### src/rtl/csdma_pkg.sv
package csdma_pkg;
  typedef enum logic [1:0] {ST_IDLE = 2'd0, ST_RD = 2'd1, ST_WR = 2'd2} dma_st_e;

  localparam int MODE_W  = 5;
  localparam int MB_EN   = 0;
  localparam int MB_WORD = 1;
  localparam int MB_DIR  = 2;
  localparam int MB_INC  = 3;
  localparam int MB_RPT  = 4;

  localparam logic [2:0] SEL_MODE   = 3'd0;
  localparam logic [2:0] SEL_CNT    = 3'd1;
  localparam logic [2:0] SEL_MEM    = 3'd2;
  localparam logic [2:0] SEL_PER    = 3'd3;
  localparam logic [2:0] SEL_CNT_RL = 3'd4;
  localparam logic [2:0] SEL_MEM_RL = 3'd5;
endpackage

### src/rtl/csdma_rst_sync.sv
module csdma_rst_sync (
  input  logic clk,
  input  logic rst_n,
  output logic rst_sync_n
);
  logic [1:0] sync_q;

  always_ff @(posedge clk or negedge rst_n) begin
    if (!rst_n) sync_q <= 2'b00;
    else        sync_q <= {sync_q[0], 1'b1};
  end

  assign rst_sync_n = sync_q[1];
endmodule

### src/rtl/csdma_req_edge.sv
module csdma_req_edge #(
  parameter int NCH = 4
) (
  input  logic           clk,
  input  logic           rst_n,
  input  logic [NCH-1:0] req,
  input  logic [NCH-1:0] en,
  input  logic [NCH-1:0] clr,
  output logic [NCH-1:0] pend
);
  logic [NCH-1:0] req_q, pend_q, pend_n, set_v;

  always_comb begin
    set_v  = req & ~req_q & en;
    pend_n = (pend_q & ~clr) | set_v;
  end

  always_ff @(posedge clk or negedge rst_n) begin
    if (!rst_n) begin
      req_q  <= '0;
      pend_q <= '0;
    end else begin
      req_q  <= req;
      pend_q <= pend_n;
    end
  end

  assign pend = pend_q;

  for (genvar i = 0; i < NCH; i++) begin : g_chk
    assert_edge_only_R2: assert property (@(posedge clk) disable iff (!rst_n)
      $rose(pend_q[i]) |-> $past(req[i]) && $past(en[i]));
  end
endmodule

### src/rtl/csdma_arb.sv
module csdma_arb #(
  parameter int NCH = 4
) (
  input  logic [NCH-1:0] req,
  output logic [NCH-1:0] gnt
);
  logic [NCH-1:0] lower_any;

  assign lower_any[0] = 1'b0;
  for (genvar i = 1; i < NCH; i++) begin : g_mask
    assign lower_any[i] = lower_any[i-1] | req[i-1];
  end
  assign gnt = req & ~lower_any;

  always_comb begin
    assert_onehot_gnt_R8: assert ($onehot0(gnt));
    assert_lowest_wins_R8: assert (gnt == (req & (~req + NCH'(1))));
  end
endmodule

### src/rtl/csdma_chan_regs.sv
module csdma_chan_regs
  import csdma_pkg::*;
#(
  parameter int AW    = 16,
  parameter int CW    = 16,
  parameter int CFG_W = 16
) (
  input  logic              clk,
  input  logic              rst_n,
  input  logic              wr_en,
  input  logic [2:0]        wr_sel,
  input  logic [CFG_W-1:0]  wr_data,
  input  logic              step,
  output logic [MODE_W-1:0] mode_o,
  output logic [AW-1:0]     mem_o,
  output logic [AW-1:0]     per_o,
  output logic              last_o
);
  logic [MODE_W-1:0] mode_q, mode_n;
  logic [CW-1:0]     cnt_q, cnt_n, crl_q, crl_n;
  logic [AW-1:0]     mem_q, mem_n, mrl_q, mrl_n, per_q, per_n;
  logic              upd;

  assign last_o = (cnt_q == CW'(1));
  assign upd    = step | wr_en;

  always_comb begin
    mode_n = mode_q;
    cnt_n  = cnt_q;
    crl_n  = crl_q;
    mem_n  = mem_q;
    mrl_n  = mrl_q;
    per_n  = per_q;
    if (step) begin
      if (mode_q[MB_INC]) mem_n = mem_q + (mode_q[MB_WORD] ? AW'(2) : AW'(1));
      cnt_n = cnt_q - CW'(1);
      if (last_o) begin
        if (mode_q[MB_RPT]) begin
          cnt_n = crl_q;
          mem_n = mrl_q;
        end else begin
          mode_n[MB_EN] = 1'b0;
        end
      end
    end
    if (wr_en) begin
      case (wr_sel)
        SEL_MODE:   mode_n = wr_data[MODE_W-1:0];
        SEL_CNT:    cnt_n  = wr_data[CW-1:0];
        SEL_MEM:    mem_n  = wr_data[AW-1:0];
        SEL_PER:    per_n  = wr_data[AW-1:0];
        SEL_CNT_RL: crl_n  = wr_data[CW-1:0];
        SEL_MEM_RL: mrl_n  = wr_data[AW-1:0];
        default: ;
      endcase
    end
  end

  always_ff @(posedge clk or negedge rst_n) begin
    if (!rst_n) begin
      mode_q <= '0;
      cnt_q  <= '0;
      crl_q  <= '0;
      mem_q  <= '0;
      mrl_q  <= '0;
      per_q  <= '0;
    end else if (upd) begin
      mode_q <= mode_n;
      cnt_q  <= cnt_n;
      crl_q  <= crl_n;
      mem_q  <= mem_n;
      mrl_q  <= mrl_n;
      per_q  <= per_n;
    end
  end

  assign mode_o = mode_q;
  assign mem_o  = mem_q;
  assign per_o  = per_q;

  assert_single_stop_R10: assert property (@(posedge clk) disable iff (!rst_n)
    (step && last_o && !mode_q[MB_RPT] && !wr_en) |=> !mode_q[MB_EN]);
  assert_repeat_reload_R11: assert property (@(posedge clk) disable iff (!rst_n)
    (step && last_o && mode_q[MB_RPT] && !wr_en) |=>
      (cnt_q == $past(crl_q)) && (mem_q == $past(mrl_q)) && mode_q[MB_EN]);
  assert_per_fixed_R9: assert property (@(posedge clk) disable iff (!rst_n)
    !wr_en |=> $stable(per_q));
endmodule

### src/rtl/csdma_top.sv
module csdma_top
  import csdma_pkg::*;
#(
  parameter int NCH = 4,
  parameter int AW  = 16,
  parameter int CW  = 16,
  parameter int DW  = 16,
  localparam int CHW   = (NCH > 1) ? $clog2(NCH) : 1,
  localparam int CFG_W = (AW > CW) ? AW : CW
) (
  input  logic             clk,
  input  logic             rst_n,
  input  logic             cfg_we,
  input  logic [CHW-1:0]   cfg_ch,
  input  logic [2:0]       cfg_sel,
  input  logic [CFG_W-1:0] cfg_wdata,
  input  logic [NCH-1:0]   dma_req,
  output logic             bus_req,
  input  logic             bus_gnt,
  output logic [AW-1:0]    bus_addr,
  output logic             bus_rd,
  output logic             bus_wr,
  output logic             bus_word,
  output logic [DW-1:0]    bus_wdata,
  input  logic [DW-1:0]    bus_rdata,
  output logic [NCH-1:0]   done
);
  logic rst_sync_n;

  csdma_rst_sync u_rst (.clk(clk), .rst_n(rst_n), .rst_sync_n(rst_sync_n));

  logic [MODE_W-1:0] mode_a [NCH];
  logic [AW-1:0]     mem_a  [NCH];
  logic [AW-1:0]     per_a  [NCH];
  logic [NCH-1:0]    last_v, en_v, step_v, pend_v, win_v;

  dma_st_e           st_q, st_n;
  logic [NCH-1:0]    sel_q, sel_n, done_q, done_n;
  logic [DW-1:0]     data_q, data_n;
  logic              sel_ld, data_ld;

  for (genvar i = 0; i < NCH; i++) begin : g_ch
    csdma_chan_regs #(.AW(AW), .CW(CW), .CFG_W(CFG_W)) u_regs (
      .clk    (clk),
      .rst_n  (rst_sync_n),
      .wr_en  (cfg_we && (cfg_ch == CHW'(i))),
      .wr_sel (cfg_sel),
      .wr_data(cfg_wdata),
      .step   (step_v[i]),
      .mode_o (mode_a[i]),
      .mem_o  (mem_a[i]),
      .per_o  (per_a[i]),
      .last_o (last_v[i])
    );
    assign en_v[i] = mode_a[i][MB_EN];
  end

  csdma_req_edge #(.NCH(NCH)) u_edge (
    .clk (clk), .rst_n(rst_sync_n), .req(dma_req),
    .en  (en_v), .clr(step_v), .pend(pend_v)
  );

  csdma_arb #(.NCH(NCH)) u_arb (.req(pend_v), .gnt(win_v));

  // selected channel view
  logic [MODE_W-1:0] s_mode;
  logic [AW-1:0]     s_mem, s_per;
  always_comb begin
    s_mode = '0;
    s_mem  = '0;
    s_per  = '0;
    for (int i = 0; i < NCH; i++) begin
      if (sel_q[i]) begin
        s_mode = mode_a[i];
        s_mem  = mem_a[i];
        s_per  = per_a[i];
      end
    end
  end

  assign step_v = (st_q == ST_WR) ? sel_q : '0;

  always_comb begin
    st_n    = st_q;
    sel_n   = sel_q;
    sel_ld  = 1'b0;
    data_ld = 1'b0;
    data_n  = s_mode[MB_WORD] ? bus_rdata : {{(DW-8){1'b0}}, bus_rdata[7:0]};
    done_n  = step_v & last_v;
    case (st_q)
      ST_IDLE: if (bus_gnt && (|pend_v)) begin
        st_n   = ST_RD;
        sel_n  = win_v;
        sel_ld = 1'b1;
      end
      ST_RD: begin
        st_n    = ST_WR;
        data_ld = 1'b1;
      end
      default: st_n = ST_IDLE;
    endcase
  end

  always_ff @(posedge clk or negedge rst_sync_n) begin
    if (!rst_sync_n) begin
      st_q   <= ST_IDLE;
      sel_q  <= '0;
      data_q <= '0;
      done_q <= '0;
    end else begin
      st_q   <= st_n;
      done_q <= done_n;
      if (sel_ld)  sel_q  <= sel_n;
      if (data_ld) data_q <= data_n;
    end
  end

  always_comb begin
    bus_addr = '0;
    if (st_q == ST_RD)      bus_addr = s_mode[MB_DIR] ? s_mem : s_per;
    else if (st_q == ST_WR) bus_addr = s_mode[MB_DIR] ? s_per : s_mem;
  end

  assign bus_req   = (|pend_v) || (st_q != ST_IDLE);
  assign bus_rd    = (st_q == ST_RD);
  assign bus_wr    = (st_q == ST_WR);
  assign bus_word  = (st_q != ST_IDLE) && s_mode[MB_WORD];
  assign bus_wdata = (st_q == ST_WR) ? data_q : '0;
  assign done      = done_q;

  assert_rd_then_wr_R5: assert property (@(posedge clk) disable iff (!rst_sync_n)
    bus_rd |=> bus_wr);
  assert_no_overlap_R5: assert property (@(posedge clk) disable iff (!rst_sync_n)
    !(bus_rd && bus_wr));
  assert_steal_needs_grant_R4: assert property (@(posedge clk) disable iff (!rst_sync_n)
    bus_rd |-> $past(bus_gnt));
  assert_done_onehot_R10: assert property (@(posedge clk) disable iff (!rst_sync_n)
    $onehot0(done));
  assert_req_while_busy_R4: assert property (@(posedge clk) disable iff (!rst_sync_n)
    (bus_rd || bus_wr) |-> bus_req);
endmodule

### config.mk
export PLATFORM = sky130hd
export DESIGN_NAME = csdma_top
export DESIGN_NICKNAME = d
export VERILOG_FILES = /design/src/rtl/csdma_pkg.sv /design/src/rtl/csdma_rst_sync.sv /design/src/rtl/csdma_req_edge.sv /design/src/rtl/csdma_arb.sv /design/src/rtl/csdma_chan_regs.sv /design/src/rtl/csdma_top.sv
export SDC_FILE = /design/constraint.sdc
export NUM_CORES = 1
export LEC_CHECK = 0
export ABC_AREA = 1
export CAP_MARGIN = 10
export CELL_PAD_IN_SITES_DETAIL_PLACEMENT = 1
export CELL_PAD_IN_SITES_GLOBAL_PLACEMENT = 2
export CORE_MARGIN = 3
export CORE_UTILIZATION = 32
export CTS_CLUSTER_SIZE = 24
export DETAILED_ROUTE_END_ITERATION = 10
export PLACE_DENSITY = 0.83
export SLEW_MARGIN = 20
export SYNTH_ARGS = -nofsm -noshare
export SYNTH_HDL_FRONTEND = slang
export SYNTH_SLANG_ARGS = --single-unit
### constraint.sdc
create_clock -name clk -period 12 [get_ports clk]
set_clock_uncertainty 0.1 [all_clocks]
set_input_delay 1.2 -clock clk [delete_from_list [all_inputs] [get_ports clk]]
set_output_delay 1.2 -clock clk [all_outputs]
set_load 0.02 [all_outputs]
==> flow_metrics.py, run 1 <==
metrics = {
    "run_status": {
        "status": "complete, no violations",
    },
    "cells_and_area": {
        "syn2layout_area_growth_pct": 14.3,
        "layout_common_cells": "nand2_1 (1091), o21ai_0 (419), dfrtp_1 (373), inv_1 (296), a21oi_1 (234)",
        "final_nets": 3348,
        "mostFrequentLayoutCell": "nand2_1",
        "fin_area_sq_um": 25700,
        "drive_gt1_share_pct": 4.85,
    },
    "global_routing": {
        "met3_usage_pct": 4.06,
        "gr-usage-all-layers_pct": 24.2,
        "grt_pass1_wl_mm": 138,
        "grt-ovfl-total": 0,
        "use_met2_pct": 37.6,
        "grt_busiest_layer": "met2",
        "grt_max_degree": 151,
        "met1_usage_pct": 34.8,
        "grt_pass1_vias": 22200,
        "antenna_found_initial": 9,
    },
    "power_and_ir_drop": {
        "p_per_area_nw_per_um2": 228,
        "vdd_drop_max_uv": 138,
        "p_leak_nw": 13.0,
    },
    "setup_path": {
        "slowest_delay_ns": 0.96,
        "worstSetupPathType": "reg2out",
        "arrival_ns": 4.10,
        "reg2reg_from": "st_q[1]",
        "path_common_cell": "nand2_1",
        "reg2reg_to": "g_ch[2].u_regs.mem_o[2]",
        "critPathLaunchType": "flip-flop",
        "path_buf_inv": 2,
        "cpMaxStageDelayCell": "clkinv_1",
        "worst_ep_required_time_ns": 10.70,
        "rrSetupSlack_ns": 8.60,
        "path_max_fanout": 36,
        "critPathCaptureType": "output pin",
        "crit_family": "buffers and inverters",
        "reg2regPathDepth": 9,
        "path_cells": "clkinv_1 > o211ai_1 > o21ai_0 > nand2_1 > nand3_1 > nand2_1 > clkdlybuf4s50_1",
    },
    "logic_synthesis": {
        "ys_types": 45,
        "ys_seq_area_share_pct": 41.8,
        "yosys-top-cells-area": "dfrtp_1 (42%), nand2_1 (18%), o21ai_0 (9.3%), a21oi_1 (5.2%), inv_1 (5.0%)",
        "synth_nets": 3359,
        "synth_area_sq_um": 22500,
        "synth_area_leader_cell": "dfrtp_1",
        "synth_edf_count": 0,
        "syn_inst": 3294,
        "yosysWarningCount": 0,
        "avgSynthCellArea_sq_um": 6.83,
        "async_reset_ff_share_pct": 100,
        "synth_top_area_share_pct": 41.8,
        "yosys_most_used_dff": "dfrtp_1",
        "synth-seq-cells": 376,
    },
    "drt": {
        "drc_errors": 0,
        "ant_nets": 0,
        "drt_wl_total_mm": 89.8,
        "wl_per_cell_um": 21.1,
        "drt_iter0_drc": 1766,
        "vias": 22200,
        "firstDrtPassIters": 5,
        "via_per_inst": 5.22,
    },
    "placed_design": {
        "io_buffers": 84,
        "place_area_sq_um": 24100,
        "dp_hpwl_mm": 59.2,
        "gp_congestion": 0.846,
    },
    "cts": {
        "clk_pin_slew_ns": 0.06,
        "clockBufferDepth": 3,
        "cts.sinks": 376,
        "hold_buffers": 0,
        "post_cts_buffers": 0,
        "cts_buffers": 46,
        "cts_resized": 0,
        "htreeDepth": 2,
        "cts_tree": "yes",
        "clk_latency_ns": 0.59,
        "cts-root-buf": "clkbuf_16",
    },
    "timing": {
        "setup_tns_ns": 0,
        "rsz0062_at_grt": "false",
        "hold_viol": 0,
        "worstMarginPinSlew_ns": 1.19,
        "slew_viol_final": 0,
        "slew_headroom_pct": 20.2,
        "fin_crit_ns": 5.40,
        "final-setup-viol-count": 0,
        "fin_crit_sh_pct": 45.0,
        "clock.fmax_ghz": 0.185,
    },
    "job": {
        "maxCapViolations": 0,
    },
    "floorplanning": {
        "die_h_um": 271,
        "core_area_sq_um": 69200,
        "initial_utilization_pct": 32.5,
        "ios": 85,
        "die_w_um": 271,
        "rows": 96,
        "die_area_sq_um": 73500,
    },
    "min_path": {
        "min-delay-path-class": "reg2async",
    },
}
## flip-flops by register name, indices dropped and copies added (netlist names)
name,cells
u_rst.sync_q,2
done,4
data_q,16
g_ch.u_regs.mrl_q,64
u_edge.pend,4
u_edge.req_q,4
g_ch.u_regs.mem_o,64
g_ch.u_regs.mode_o,20
g_ch.u_regs.crl_q,64
g_ch.u_regs.cnt_q,64
g_ch.u_regs.per_o,64
sel_q,4
st_q,2
## kinds of logic (layout without fill, tap and decap cells)
logic type	Yosys count	after routing	share of synthesized area (%)
multiplexers	2	2	0.0945
XOR/XNOR	37	37	1.44
buffers and inverters	494	519	8.41
AO/OA/AOI/OAI	794	794	18.8
AND/OR/NAND/NOR	1570	1570	28.2
adder cells (fa/ha/maj)	20	20	1.25
other	1	7	0.0167
flip-flops	376	376	41.8
## power by group
part | total, W | internal [W] | switching [W]
registers | 0.00198 | 0.00158 | 0.000402
clock network | 0.00150 | 0.000892 | 0.000604
logic | 0.00241 | 0.000810 | 0.00160
total | 0.00588 | 0.00328 | 0.00260
## metrics by stage
stage          worst slack, ns  power, W  util [%]  hold slack (ns)  cells
6_report                  6.60   0.00588      37.2            0.251   4256
5_1_grt                   6.30   0.00635      37.2            0.258   4250
4_1_cts                   5.57   0.00589      37.1            0.252   4250
3_5_place_dp              6.24   0.00436      34.9            0.238   4166
3_3_place_gp              6.28   0.00431      34.9            0.235   4166
2_1_floorplan            0.645   0.00353         -            0.231   3294
## Yosys cell counts (16+ instances only)
master,count
buf_2,24
a21oi_1,234
inv_1,297
xor2_1,23
nand3b_1,17
ha_1,16
nand4_1,22
nor2_1,227
nand3_1,169
o21ai_0,419
dfrtp_1,376
clkbuf_1,150
o211ai_1,56
nand2_1,1095
o21ai_1,37
## worst max-delay path by stage
stage / start / endpoint / slack (ns) / cells after the start
after floorplan: u_rst.sync_q[1] / data_q[0] / 0.64 / 0
after global routing: sel_q[3] / bus_addr[11] / 6.30 / 8
after global placement: sel_q[3] / bus_addr[14] / 6.28 / 7
after CTS: sel_q[3] / bus_addr[12] / 5.57 / 7
final: sel_q[2] / bus_addr[3] / 6.60 / 7
after detailed placement: sel_q[3] / bus_addr[12] / 6.24 / 7
## cell type report
cell class	count	area, sq um
Multi-Input combinational cell	2424	11200
Tap cell	931	1160
Fill cell	8764	43500
Clock buffer	64	1310
Timing Repair Buffer	121	1130
Inverter	314	1180
Sequential cell	376	9420
Clock inverter	20	270
Antenna cell	6	15.0
## layer usage
metal / share of wire (%) / routed length, um / up-vias
met5: 0.013 / 12 / -
met4: 2.9 / 2620 / 2
met3: 6.3 / 5680 / 131
met2: 44 / 39400 / 571
met1: 47 / 42100 / 10900
li1: - / - / 10700
No activity file was read; power rests on OpenSTA's default activity.
==> inputs of run 2 (changes only) <==
CORE_UTILIZATION = 35   (was 32)
PLACE_DENSITY = 0.86   (was 0.83)
clock period = 5.5 ns   (was 12 ns; I/O delays follow)
==> flow_metrics.py, run 2 (same netlist as run 1, synthesis figures left out) <==
metrics = {
    "floorplanning": {
        "initial_utilization_pct": 35.5,
        "die_h_um": 260,
        "ios": 85,
        "core_area_sq_um": 63300,
        "rows": 92,
        "die_w_um": 260,
        "die_area_sq_um": 67400,
    },
    "cells_and_area": {
        "mostFrequentLayoutCell": "nand2_1",
        "drive_gt1_share_pct": 5.20,
        "fin_area_sq_um": 25800,
        "final_util_pct": 40.7,
        "layout_common_cells": "nand2_1 (1092), o21ai_0 (419), dfrtp_1 (375), inv_1 (294), a21oi_1 (234)",
        "antenna_cells": 0,
        "final_nets": 3354,
        "syn2layout_area_growth_pct": 14.6,
        "fill_cells": 8038,
        "multi_input_area_sq_um": 11200,
        "regArea_sq_um": 9410,
    },
    "cts": {
        "clk_latency_ns": 0.59,
        "htreeDepth": 2,
        "cts.sinks": 376,
        "cts_tree": "yes",
        "cts_resized": 0,
        "clockBufferDepth": 3,
        "clk_pin_slew_ns": 0.06,
        "cts-root-buf": "clkbuf_16",
        "cts_buffers": 48,
    },
    "setup_path": {
        "critPathLaunchType": "flip-flop",
        "path_max_fanout": 33,
        "worst_ep_required_time_ns": 4.85,
        "critPathCaptureType": "output pin",
        "arrival_ns": 4.44,
        "worstSetupPathType": "reg2out",
        "reg2regPathDepth": 8,
    },
    "placed_design": {
        "pre_cts_ws_ns": 1.11,
        "gp_congestion": 0.950,
        "dp_hpwl_mm": 61.9,
        "place_area_sq_um": 24000,
        "io_buffers": 84,
    },
    "timing": {
        "worstMarginPinSlew_ns": 1.19,
        "slew_headroom_pct": 20.4,
        "fin_crit_sh_pct": 92.6,
        "setup_slack_ns": 0.408,
        "hold_viol": 0,
        "clock.fmax_ghz": 0.196,
        "setup_tns_ns": 0,
        "slew_viol_final": 0,
        "final-setup-viol-count": 0,
        "rsz0062_at_grt": "false",
        "fin_crit_ns": 5.09,
    },
    "drt": {
        "maxUsedRoutingLayer": "met4",
        "drt_wl_total_mm": 92.8,
        "wl_per_cell_um": 22.2,
        "firstDrtPassIters": 6,
        "drt_iter0_drc": 1911,
        "wl_met1_mm": 41.9,
        "ant_nets": 0,
        "via_per_inst": 5.54,
        "dr_wl_met2_mm": 42.0,
        "drc_errors": 0,
        "vias": 23100,
        "wl_met3_mm": 5.59,
    },
    "run_status": {
        "status": "complete, no violations",
    },
    "power_and_ir_drop": {
        "vdd_drop_max_uv": 316,
        "p_per_area_nw_per_um2": 509,
        "finalPower_w": 0.0131,
        "p_leak_nw": 13.1,
    },
    "global_routing": {
        "grt_pass1_wl_mm": 143,
        "grt_pass1_vias": 23500,
        "gr-usage-all-layers_pct": 27.4,
        "grt-ovfl-total": 0,
        "antenna_found_initial": 6,
        "grt_max_degree": 157,
    },
    "job": {
        "maxCapViolations": 0,
    },
    "min_path": {
        "min-delay-path-class": "reg2async",
    },
}
run 2: cell count changes in the layout (fill, tap and decap cells not counted), moves of 2 or more:
cell / previous run / this run
dfrtp_2: 2 / 0
clkbuf_16: 47 / 49
bufinv_16: 6 / 9
inv_1: 296 / 294
diode_2: 6 / 0
clkinvlp_4: 5 / 2
clkinv_2: 7 / 16
dfrtp_1: 373 / 375
clkbuf_1: 10 / 4
buf_4: 36 / 38
run 2: area by class of cell:
class	instances	share of cell area [%]
Timing Repair Buffer	125	4.56
Tap cell	846	4.11
Clock inverter	27	1.43
Multi-Input combinational cell	2424	43.6
Clock buffer	61	5.24
Inverter	314	4.58
Sequential cell	376	36.5
run 2: through the flow:
stage / instances / hold slack, ns
floorplan: 3294 / 0.154
global placement: 4084 / 0.168
detailed placement: 4084 / 0.172
CTS: 4173 / 0.174
global route: 4173 / 0.191
finish: 4173 / 0.161
run 2: routing by layer:
| layer | vias to the layer above | track usage (%) |
|---|---|---|
| met5 | - | 0 |
| met2 | 647 | 44.1 |
| li1 | 10700 | - |
| met4 | 0 | 9.53 |
| met1 | 11600 | 37.8 |
| met3 | 154 | 4.03 |
run 2: power breakdown:
part / switching [W] / leakage [nW] / internal [W]
clock: 0.00133 / 0.857 / 0.00216
sequential: 0.000882 / 4.90 / 0.00344
combinational: 0.00354 / 7.32 / 0.00177
run 2: final timing paths:
check	slack, ns	endpoint	startpoint
max reg2reg	1.99	g_ch[0].u_regs.cnt_q[7]	st_q[1]
min reg2reg	0.16	g_ch[1].u_regs.per_o[6]	u_rst.sync_q[1]
max	0.41	bus_addr[12]	sel_q[3]
min	0.16	g_ch[1].u_regs.per_o[6]	u_rst.sync_q[1]
max in group asynchronous	3.87	g_ch[2].u_regs.mem_o[5]	u_rst.sync_q[1]
min in group clk	0.26	u_rst.sync_q[1]	u_rst.sync_q[0]
run 2: critical path: stages (launching register included):
cell and delay (ns):
dfrtp_1 1.04, inv_1 0.24, o22ai_2 0.93, inv_2 0.44
nand2_1 0.30, nand3_1 0.12, nand2_1 0.15, clkdlybuf4s50_1 0.63
run 2: timing repair:
action	in CTS	in global routing
setup buffers	0	0
endpoints found under the hold margin	2	0
hold buffers	1	0
